File: config.mk
export PLATFORM = sky130hd
export DESIGN_NAME = tdmcf_rx
export DESIGN_NICKNAME = d
export VERILOG_FILES = /design/src/rtl/tdmcf_pkg.sv /design/src/rtl/tdmcf_mode_det.sv /design/src/rtl/tdmcf_field_rx.sv /design/src/rtl/tdmcf_cmd.sv /design/src/rtl/tdmcf_rx.sv
export SDC_FILE = /design/constraint.sdc
export NUM_CORES = 1
export LEC_CHECK = 0
export ABC_CLOCK_PERIOD_IN_PS = 3480
export BUFFER_PORTS_ARGS = -buffer_cell sky130_fd_sc_hd__buf_4
export CAP_MARGIN = 10
export CORE_UTILIZATION = 60
export DETAILED_ROUTE_END_ITERATION = 12
export PLACE_DENSITY = 0.83
export SLEW_MARGIN = 10
export SYNTH_ARGS = -nofsm -noshare
export SYNTH_HDL_FRONTEND = slang
export SYNTH_SLANG_ARGS = --single-unit
File: constraint.sdc
create_clock -name bck -period 3.48 [get_ports bck]
set_input_delay 0.696 -clock bck [delete_from_list [all_inputs] [get_ports bck]]
set_output_delay 0.696 -clock bck [all_outputs]
set_load 0.05 [all_outputs]
File: src/rtl/tdmcf_pkg.sv
package tdmcf_pkg;
  localparam int FIELD_BITS = 32;
  localparam int POS_W      = $clog2(FIELD_BITS);
  localparam int FIDX_W     = 6;
  localparam logic [4:0] ID_BCAST = 5'h1F;
  localparam logic [4:0] ID_NONE  = 5'h00;
  // bit-slot numbers counted from the field's first (MSB) bit
  localparam logic [POS_W-1:0] POS_HDR_LAST = 5'd8;
  localparam logic [POS_W-1:0] POS_REG_LAST = 5'd15;
  localparam logic [POS_W-1:0] POS_RD_FIRST = 5'd16;
  localparam logic [POS_W-1:0] POS_RD_LAST  = 5'd23;

  typedef struct packed {
    logic       did;
    logic       emd;
    logic       dcs;
    logic [4:0] id;
    logic       rd;
    logic [6:0] regn;
    logic [7:0] data;
    logic [7:0] pad;
  } tdm_cmd_t;
endpackage

File: src/rtl/tdmcf_mode_det.sv
module tdmcf_mode_det (
  input  logic bck,
  input  logic rst_n,
  input  logic fs,
  output logic fs_rise,
  output logic tdm_mode,
  output logic frame_ok
);
  logic       fs_d;
  logic [1:0] hi_cnt;
  logic [1:0] q_cnt;

  assign fs_rise = fs & ~fs_d;

  always_ff @(posedge bck or negedge rst_n) begin
    if (!rst_n) begin
      fs_d     <= 1'b0;
      hi_cnt   <= '0;
      q_cnt    <= '0;
      tdm_mode <= 1'b0;
      frame_ok <= 1'b0;
    end else begin
      fs_d <= fs;
      if (fs_rise) begin
        hi_cnt   <= 2'd1;
        frame_ok <= tdm_mode;
      end else if (fs && hi_cnt != 2'd3) begin
        hi_cnt <= hi_cnt + 2'd1;
      end
      if (fs && !fs_rise && hi_cnt == 2'd2) begin
        q_cnt    <= '0;
        tdm_mode <= 1'b0;
        frame_ok <= 1'b0;
      end else if (!fs && fs_d) begin
        if (hi_cnt == 2'd2) begin
          q_cnt <= (q_cnt == 2'd2) ? 2'd2 : q_cnt + 2'd1;
          if (q_cnt != 2'd0) tdm_mode <= 1'b1;
        end else begin
          q_cnt    <= '0;
          tdm_mode <= 1'b0;
          frame_ok <= 1'b0;
        end
      end
    end
  end

  AST_MODE_RISE_PULSE: assert property (@(posedge bck) disable iff (!rst_n)
    $rose(tdm_mode) |-> (!$past(fs) && $past(fs, 2) && $past(fs, 3) && !$past(fs, 4)));
  AST_FRAME_NEEDS_MODE: assert property (@(posedge bck) disable iff (!rst_n)
    $rose(frame_ok) |-> $past(tdm_mode));
endmodule

File: src/rtl/tdmcf_field_rx.sv
module tdmcf_field_rx
  import tdmcf_pkg::*;
(
  input  logic                  bck,
  input  logic                  rst_n,
  input  logic                  fs_rise,
  input  logic                  sdi,
  output logic [POS_W-1:0]      nxt,
  output logic [FIDX_W-1:0]     fidx,
  output logic [FIELD_BITS-1:0] sr,
  output logic [FIELD_BITS-1:0] word,
  output logic                  field_done
);
  localparam logic [POS_W-1:0]  POS_LAST  = POS_W'(FIELD_BITS - 1);
  localparam logic [FIDX_W-1:0] FIDX_IDLE = '1;

  assign word       = {sr[FIELD_BITS-2:0], sdi};
  assign field_done = (nxt == POS_LAST) && !fs_rise;

  always_ff @(posedge bck or negedge rst_n) begin
    if (!rst_n) begin
      sr   <= '0;
      nxt  <= '0;
      fidx <= FIDX_IDLE;
    end else if (fs_rise) begin
      sr   <= {{(FIELD_BITS-1){1'b0}}, sdi};
      nxt  <= POS_W'(1);
      fidx <= '0;
    end else begin
      sr  <= word;
      nxt <= nxt + POS_W'(1);
      if (nxt == POS_LAST && fidx != FIDX_IDLE) fidx <= fidx + FIDX_W'(1);
    end
  end
endmodule

File: src/rtl/tdmcf_cmd.sv
module tdmcf_cmd
  import tdmcf_pkg::*;
#(
  parameter int NREG = 16
) (
  input  logic                  bck,
  input  logic                  rst_n,
  input  logic                  frame_ok,
  input  logic                  fs_rise,
  input  logic                  sdi,
  input  logic                  field_done,
  input  logic [POS_W-1:0]      nxt,
  input  logic [FIDX_W-1:0]     fidx,
  input  logic [FIELD_BITS-1:0] sr,
  input  logic [FIELD_BITS-1:0] word,
  input  logic [4:0]            dev_id,
  output logic                  sdo,
  output logic                  sdo_oe,
  output logic                  audio_ok
);
  localparam int IDX_W = $clog2(NREG);

  tdm_cmd_t   c;
  logic       emd_live, did_f, emd_f, rd_hit;
  logic       id_ok, is_cmd, wr_hit, hdr_hit;
  logic [8:0] hdr;
  logic [6:0] rd_reg;
  logic [7:0] regs [NREG];
  logic [7:0] rdata;
  logic [4:0] rd_pos;

  assign c        = tdm_cmd_t'(word);
  assign id_ok    = (dev_id != ID_NONE) && (dev_id != ID_BCAST);
  assign is_cmd   = (fidx == '0) ? !c.did : emd_live;
  assign wr_hit   = frame_ok && field_done && is_cmd && !c.dcs && !c.rd &&
                    ((c.id == dev_id && id_ok) || c.id == ID_BCAST) &&
                    (int'(c.regn) < NREG);
  // header bits of the field in flight: did, emd, dcs, id[4:0], rd
  assign hdr      = {sr[7:0], sdi};
  assign hdr_hit  = frame_ok && ((fidx == '0) ? !hdr[8] : emd_live) &&
                    !hdr[6] && hdr[0] && hdr[5:1] == dev_id && id_ok;
  assign audio_ok = frame_ok && !did_f && !emd_f;
  assign rdata    = (int'(rd_reg) < NREG) ? regs[rd_reg[IDX_W-1:0]] : 8'h00;
  assign rd_pos   = POS_RD_LAST - nxt;

  for (genvar g = 0; g < NREG; g++) begin : g_reg
    always_ff @(posedge bck or negedge rst_n) begin
      if (!rst_n) regs[g] <= 8'h00;
      else if (wr_hit && c.regn[IDX_W-1:0] == IDX_W'(g)) regs[g] <= c.data;
    end
  end

  always_ff @(posedge bck or negedge rst_n) begin
    if (!rst_n) begin
      emd_live <= 1'b0;
      did_f    <= 1'b0;
      emd_f    <= 1'b0;
      rd_hit   <= 1'b0;
      rd_reg   <= '0;
    end else if (fs_rise) begin
      emd_live <= 1'b0;
      did_f    <= 1'b0;
      emd_f    <= 1'b0;
      rd_hit   <= 1'b0;
    end else begin
      if (field_done) begin
        rd_hit <= 1'b0;
        if (fidx == '0) begin
          did_f    <= c.did;
          emd_f    <= c.emd && !c.did;
          emd_live <= c.emd && !c.did;
        end else if (emd_live) begin
          emd_live <= c.emd;
        end
      end else if (nxt == POS_HDR_LAST) begin
        rd_hit <= hdr_hit;
      end
      if (nxt == POS_REG_LAST) rd_reg <= {sr[5:0], sdi};
    end
  end

  always_ff @(negedge bck or negedge rst_n) begin
    if (!rst_n) begin
      sdo    <= 1'b0;
      sdo_oe <= 1'b0;
    end else if (rd_hit && nxt == POS_REG_LAST) begin
      sdo    <= 1'b0;
      sdo_oe <= 1'b1;
    end else if (rd_hit && nxt >= POS_RD_FIRST && nxt <= POS_RD_LAST) begin
      sdo    <= rdata[rd_pos[2:0]];
      sdo_oe <= 1'b1;
    end else begin
      sdo    <= 1'b0;
      sdo_oe <= 1'b0;
    end
  end

  AST_OE_WINDOW: assert property (@(posedge bck) disable iff (!rst_n)
    sdo_oe |-> (nxt >= POS_REG_LAST && nxt <= POS_RD_LAST));
  AST_OE_FRAME_OK: assert property (@(posedge bck) disable iff (!rst_n)
    sdo_oe |-> frame_ok);
endmodule

File: src/rtl/tdmcf_rx.sv
module tdmcf_rx
  import tdmcf_pkg::*;
#(
  parameter int NREG = 16
) (
  input  logic        bck,
  input  logic        rst_n,
  input  logic        fs,
  input  logic        sdi,
  input  logic [4:0]  dev_id,
  input  logic [4:0]  aud_slot,
  output logic        sdo,
  output logic        sdo_oe,
  output logic        tdm_mode,
  output logic        aud_valid,
  input  logic        aud_ready,
  output logic [23:0] aud_left,
  output logic [23:0] aud_right
);
  logic                  fs_rise, frame_ok, field_done, audio_ok;
  logic [POS_W-1:0]      nxt;
  logic [FIDX_W-1:0]     fidx, fidx_l, fidx_r;
  logic [FIELD_BITS-1:0] sr, word;
  logic [23:0]           l_hold;
  logic                  l_have;

  tdmcf_mode_det u_mode (
    .bck(bck), .rst_n(rst_n), .fs(fs),
    .fs_rise(fs_rise), .tdm_mode(tdm_mode), .frame_ok(frame_ok)
  );

  tdmcf_field_rx u_field (
    .bck(bck), .rst_n(rst_n), .fs_rise(fs_rise), .sdi(sdi),
    .nxt(nxt), .fidx(fidx), .sr(sr), .word(word), .field_done(field_done)
  );

  tdmcf_cmd #(.NREG(NREG)) u_cmd (
    .bck(bck), .rst_n(rst_n), .frame_ok(frame_ok), .fs_rise(fs_rise),
    .sdi(sdi), .field_done(field_done), .nxt(nxt), .fidx(fidx),
    .sr(sr), .word(word), .dev_id(dev_id),
    .sdo(sdo), .sdo_oe(sdo_oe), .audio_ok(audio_ok)
  );

  // audio slot k sits in field k+1
  assign fidx_l = FIDX_W'(aud_slot) + FIDX_W'(1);
  assign fidx_r = FIDX_W'(aud_slot) + FIDX_W'(2);

  always_ff @(posedge bck or negedge rst_n) begin
    if (!rst_n) begin
      l_hold    <= '0;
      l_have    <= 1'b0;
      aud_valid <= 1'b0;
      aud_left  <= '0;
      aud_right <= '0;
    end else begin
      if (fs_rise) l_have <= 1'b0;
      else if (field_done && audio_ok && fidx == fidx_l) begin
        l_hold <= word[31:8];
        l_have <= 1'b1;
      end
      if (field_done && audio_ok && fidx == fidx_r && l_have) begin
        aud_left  <= l_hold;
        aud_right <= word[31:8];
        aud_valid <= 1'b1;
      end else if (aud_valid && aud_ready) begin
        aud_valid <= 1'b0;
      end
    end
  end

  AST_AUD_HOLD: assert property (@(posedge bck) disable iff (!rst_n)
    (aud_valid && !aud_ready) |=> aud_valid);
  AST_AUD_NEEDS_FRAME: assert property (@(posedge bck) disable iff (!rst_n)
    $rose(aud_valid) |-> $past(frame_ok));
endmodule

---- Yosys cells after proc, flatten, opt, wreduce, memory -nomap -nowiden ----
Index checks and enable logic that the tools add are counted.
storage, ports and cells
  flip-flop bits (word level) ............. 264
operators by class
  add/sub/neg operators ................... 7
  magnitude comparators ................... 6
  eq/ne operators ......................... 29
  muxes and demuxes ....................... 47
  bitwise gates (word level) .............. 4
  reductions and logical operators ........ 72
operators with widths
  kind                 number
  $logic_and 1x1->1    46
  $bmux 8 s4           1
  $eq 4x4->1 const B   8
  $mux 1               32
  $mux 31              1
  $mux 8               3
  $eq 4x3->1 const B   4
  $reduce_bool 2->1    8
  $lt 7x5->1 const B   2
  $eq 6x6->1           2
  $mux 2               6
  $mux 6               2
  $eq 5x4->1 const B   2
  $eq 5x5->1           2
  $eq 5x5->1 const B   2
  $ge 5x5->1 const B   2
  $logic_not 1->1      9
  $eq 4x2->1 const B   2
  $reduce_and 2->1     4
  $add 5x1->6 const B  1
  $add 5x2->6 const B  1
  $add 6x1->6 const B  1
  $logic_not 6->1      1
  $ne 6x6->1 const B   1
  19 further kinds     22

---- Logic depth before layout (Yosys ltp) ----
Gate-level depths: netlist (run 1).
  word-level depth ........................ 11
  depth in mapped cells ................... 10
  depth with buffers taken out ............ 8

---- Hierarchy ----
A second synthesis (run 1) with hierarchy kept.
unflattened totals
  cells, all modules ...................... 846
  area, all modules ....................... 12,682.2 µm²
modules (own cells, without submodules)
  module          times used  cells an instance  area an instance (µm²)  seq. area each (µm²)
  tdmcf_cmd       1           464                7,414.6                 3,528.4
  tdmcf_rx        1           191                3,047.9                 1,851.8
  tdmcf_field_rx  1           155                1,834.3                 1,083.5
  tdmcf_mode_det  1           36                 385.4                   175.2

==> results of run 1 <==
## layout make-up
type                            count  area, µm²
Multi-Input combinational cell    485       5140
Tap cell                          265        332
Timing Repair Buffer              111        941
Sequential cell                   264       6620
Clock buffer                       38        787
Inverter                           20       75.1
Fill cell                        1240       5480
Clock inverter                     10        156
## report_power, final
| part | leakage [nW] | switching (W) | internal [W] |
|---|---|---|---|
| combinational | 2.58 | 0.000491 | 0.000504 |
| clock | 0.465 | 0.00119 | 0.00187 |
| sequential | 3.64 | 0.000102 | 0.00314 |
## metal layers
layer	part of all wire [%]	vias to the layer above	GRT usage, %
met1	42	3751	36.6
met2	50	200	45.1
met5	0	-	0
li1	-	3150	-
met4	2.6	0	8.40
met3	5.7	45	4.07
## timing repair
action	CTS	global route
setup endpoints to repair	3	3
buffers inserted	2	3
gates cloned	0	1
pin swaps	1	2
gates resized for setup	5	6
endpoints found under the hold margin	0	0
## worst paths after layout
check	endpoint	slack, ns	cells past startpoint
min in group bck	u_mode.fs_d$_DFF_PN0_	0.33	1
max reg2reg	u_cmd.sdo$_DFF_NN0_	-0.20	6
max	u_cmd.sdo$_DFF_NN0_	-0.20	6
max in group asynchronous	u_cmd.sdo_oe$_DFF_NN0_	1.57	1
min	u_cmd.emd_live$_DFFE_PN0P_	0.04	1
min reg2reg	u_field.sr[7]$_DFF_PN0_	0.49	1
## cell usage in the layout (no fill, tap or decap), types with 10 or more instances in the layout
cell       synthesis  final
mux4_2            30     30
nor2_1            21     21
xnor2_1           15     15
mux2i_1           21     20
nor2b_1           33     32
inv_1             19     19
xor2_1            10     10
a2111oi_4         16     16
dfrtp_1          256    255
clkbuf_16          0     28
ha_1              11     11
nand2_1           23     23
mux2_2           201    201
buf_4              1    101
## through the flow
step,hold WS [ns],setup TNS (ns),instance area (µm²),util [%],std cells
4_1_cts,0.0397,-0.306,14000,71.6,1189
5_1_grt,0.0445,-0.432,14100,72.0,1193
3_5_place_dp,0.488,-0.256,13000,66.5,1139
3_3_place_gp,0.455,-0.127,13000,66.5,1139
6_report,0.0378,-0.342,14100,72.0,1193
2_1_floorplan,0.400,-0.0672,12000,-,821
## logic make-up (layout without fill, tap and decap cells)
group | Yosys count | in the layout | share of synthesized area [%]
flops | 264 | 264 | 55.2
xor+xnor | 25 | 25 | 1.83
compound gates | 56 | 56 | 6.12
buf+inv | 72 | 179 | 2.48
mux | 259 | 259 | 27.1
simple gates | 134 | 134 | 6.21
fa+ha+maj | 11 | 11 | 1.15
==> results_dict.tcl, run 1 <==
set metrics [dict create \
    status "finished, violations left" \
    violations "setup timing" \
    start_util_pct 61.4 \
    gp_congestion 0.874 \
    wl_um 26400 \
    crit_required_ns 2.11 \
    largest_reg_flops 128 \
    clock-sinks 264 \
    drv_slew 0 \
    antenna_found_initial 1 \
    synth_edf_count 0 \
    worst_setup_path_start_kind "register" \
    worst_slew_pin_slew_ns 1.22 \
    yosysWarnings 0 \
    p_leak_nw 6.68 \
    async_flop_share_pct 100 \
    crit_fanout 10 \
    drive_gt1_share_pct 46.2 \
    power.density_mw_per_mm2 518 \
    regMostFlops "u_cmd.regs" \
    clock_skew_ns 0.0172 \
    path_cells "buf_12 -> mux4_2 -> mux2i_1 -> nor3_1 -> a311oi_2 -> a221oi_2" \
    layout.nets 934 \
    dieArea_mm2 0.0206 \
    setup-violations-final 3 \
    hold_viol_final 0 \
    place_ws_ns -0.256 \
    drc 0 \
    track_usage_pct 26.9 \
    synth_top_area_share_pct 53.4 \
    cpLargestDelayFamily "multiplexers" \
    drt_iter0_markers 458 \
    critPathMaxStageDelay_ns 0.50 \
    h-tree-depth 1 \
    clock_latency_ns 0.53 \
    netlist_top_cells_count "dfrtp_1, mux2_2, nor2b_1" \
    fp-row-count 51 \
    fin_ws_ns -0.203 \
    cp_slowest_cell "mux4_2" \
    clk_pin_slew_worst_paths_ns 0.07 \
    regToRegStartpoint "u_cmd.rd_reg[0]$_DFFE_PN0P_" \
    syn_inst 821 \
    ioPinCount 67 \
    synth-seq-cells 264 \
    arrival_ns 2.31 \
    viasPerCell 5.99 \
    n_antenna_cell 0 \
    place_hpwl_um 16500 \
    vdd_drop_max_mv 0.477 \
    cts_max_path_buffers 3 \
    grt_max_degree 151 \
    core-area_mm2 0.0195 \
    clockRootBuffer "clkbuf_16" \
    startpoint "u_cmd.rd_reg[0]$_DFFE_PN0P_" \
    critPathKind "register to register" \
    yosysMostFrequentCell "dfrtp_1" \
    post_drt_wl_per_cell_um 22.1 \
    relSlewSlack_pct 18.3 \
    syn_area_mm2 0.0120 \
    crit_path_end_kind "register" \
    cap_violations 0 \
    overflow 0 \
    rsz0062_at_grt "true" \
    p_total_w 0.00729 \
    die_h_um 143 \
    die_w_um 143 \
    ctsHoldBuffers 0 \
    crit_buf_inv 1 \
    via_count 7146 \
    grt_pass1_vias 7493 \
    hp-class "primary input to async pin" \
    numPortBuffers 66 \
    syn2layout_area_growth_pct 17.2 \
    syn_avg_cell_area_um2 14.6 \
    firstDrtPassIters 4 \
    synth.distinct_cells 60 \
    drtAntennaViolNets 0 \
    grt_pass1_wl_um 41900 \
    cts_tree "done" \
    ys_seq_area_share_pct 55.2 \
    reg.largest.list "u_cmd.regs (128), u_field.sr (31)" \
    yosysTopAreaCell "dfrtp_1" \
    synth_area_leaders "dfrtp_1, mux2_2, mux4_2, a2111oi_4, mux2i_1" \
    cts_made_buffers 26 \
    syn-num-nets 847 \
    ys.flop_type "dfrtp_1" \
]
(Power assumes the default switching activity.)
==> run 2: changes to the inputs <==
--- a/config.mk
+++ b/config.mk
@@ -9,6 +9,7 @@
 export BUFFER_PORTS_ARGS = -buffer_cell sky130_fd_sc_hd__buf_4
 export CAP_MARGIN = 10
 export CORE_UTILIZATION = 60
+export CTS_BUF_LIST = sky130_fd_sc_hd__clkbuf_16
 export DETAILED_ROUTE_END_ITERATION = 12
 export PLACE_DENSITY = 0.83
 export SLEW_MARGIN = 10
==> results_dict.tcl, run 2 (synthesized netlist as in run 1, its figures left out) <==
set metrics [dict create \
    status "finished, violations left" \
    violations "setup timing" \
    syn2layout_area_growth_pct 16.9 \
    cts_tree "done" \
    cts_max_path_buffers 3 \
    drc 0 \
    reg.largest.list "u_cmd.regs (128), u_field.sr (31)" \
    grt_pass1_vias 7501 \
    power.density_mw_per_mm2 509 \
    layout.nets 936 \
    largest_reg_flops 128 \
    hold_slack_ns 0.0368 \
    final_common_cell "dfrtp_1" \
    crit_fanout 7 \
    hold_viol_final 0 \
    arrival_ns 2.31 \
    gp_congestion 0.874 \
    cpLargestDelayFamily "multiplexers" \
    n_antenna_cell 0 \
    clock_skew_ns 0.0140 \
    start_util_pct 61.4 \
    die_h_um 143 \
    rsz0062_at_grt "true" \
    vdd_drop_max_mv 0.461 \
    ff2ff_setup_slack_ns -0.20 \
    startpoint "u_cmd.rd_reg[0]$_DFFE_PN0P_" \
    nFillCells 1240 \
    fp-row-count 51 \
    crit_path_end_kind "register" \
    grt_pass1_wl_um 41500 \
    worst_slew_pin_slew_ns 1.20 \
    core-area_mm2 0.0195 \
    regToRegStartpoint "u_cmd.rd_reg[0]$_DFFE_PN0P_" \
    cts_made_buffers 26 \
    dpl_cell_area_mm2 0.0130 \
    ctsHoldBuffers 0 \
    cap_violations 0 \
    layout_common_cells "dfrtp_1, mux2_2, buf_4" \
    via_count 7106 \
    regMostFlops "u_cmd.regs" \
    r2r-end "u_cmd.sdo$_DFF_NN0_" \
    worst_setup_path_start_kind "register" \
    cp_num_cells 8 \
    hp-class "primary input to async pin" \
    track_usage_pct 26.6 \
    clk_pin_slew_worst_paths_ns 0.07 \
    setup-violations-final 3 \
    final_cell_area_mm2 0.0140 \
    ff2ff_path_depth 8 \
    ioPinCount 67 \
    critPathMaxStageDelay_ns 0.49 \
    grt_max_degree 151 \
    drtAntennaViolNets 0 \
    clock_latency_ns 0.53 \
    relSlewSlack_pct 19.8 \
    critPathKind "register to register" \
    drv_slew 0 \
    p_total_w 0.00713 \
    firstDrtPassIters 4 \
    crit_required_ns 2.11 \
    dieArea_mm2 0.0206 \
    clockRootBuffer "clkbuf_16" \
    drt_iter0_markers 429 \
    antenna_found_initial 1 \
    drive_gt1_share_pct 45.9 \
    overflow 0 \
    cp_slowest_cell "mux4_2" \
    crit_end "u_cmd.sdo$_DFF_NN0_" \
    path_cells "buf_12 -> buf_8 -> buf_4 -> mux4_2 -> o22ai_2 -> a211oi_2 -> nor3_2 -> a221oi_2" \
    crit_buf_inv 3 \
    wl_um 26100 \
    place_hpwl_um 16500 \
    fin_setup_tns_ns -0.361 \
    numPortBuffers 66 \
    h-tree-depth 1 \
    viasPerCell 5.95 \
    die_w_um 143 \
    fin_ws_ns -0.203 \
    post_drt_wl_per_cell_um 21.8 \
    clock-sinks 264 \
    p_leak_nw 6.67 \
]
-- run 2: repair_timing --
action | in CTS | in global routing
resized for setup | 5 | 14
setup buffers | 2 | 6
pin swaps | 1 | 6
hold endpoints to repair | 0 | 0
setup endpoints to repair | 3 | 3
-- run 2: per-layer routing --
metal	global-route usage, %	wire [µm]	up-vias	share of wire (%)
met5	0	0	-	0
met4	8.73	524	0	2.0
met3	3.73	1280	37	4.9
met2	44.4	13100	170	50
met1	36.3	11100	3754	43
li1	-	-	3145	-
-- run 2: layout make-up --
type	count	area (µm²)	share of cell area (%)
repair buffers	113	953	6.81
clock buffers	27	676	4.82
inverters	20	75.1	0.536
well taps	265	332	2.37
clock inverters	21	198	1.41
flip-flops and latches	264	6620	47.2
multi-input cells	485	5160	36.8
-- run 2: metrics by stage --
| step | util [%] | setup WS (ns) | cells |
|---|---|---|---|
| global route | 71.7 | -0.282 | 1195 |
| CTS | 71.2 | -0.156 | 1189 |
| floorplan | - | -0.0672 | 821 |
| global placement | 66.5 | -0.127 | 1139 |
| detailed placement | 66.5 | -0.256 | 1139 |
| finish | 71.7 | -0.203 | 1195 |
-- run 2: worst min path at each step --
stage | endpoint | slack [ns]
after floorplan | aud_left[0]$_DFFE_PN0P_ | 0.40
after CTS | u_cmd.did_f$_DFFE_PN0P_ | 0.04
after detailed placement | u_cmd.regs[54]$_DFFE_PN0P_ | 0.49
final | aud_left[20]$_DFFE_PN0P_ | 0.04
after global placement | u_field.sr[7]$_DFF_PN0_ | 0.45
after global routing | u_mode.hi_cnt[0]$_DFFE_PN0P_ | 0.04
-- run 2: where the power goes --
part	total (W)	leakage, nW	switching [W]	internal (W)
logic	0.00102	2.59	0.000504	0.000520
clock network	0.00287	0.442	0.00117	0.00170
registers	0.00323	3.64	0.0000953	0.00314
total	0.00713	6.67	0.00177	0.00536
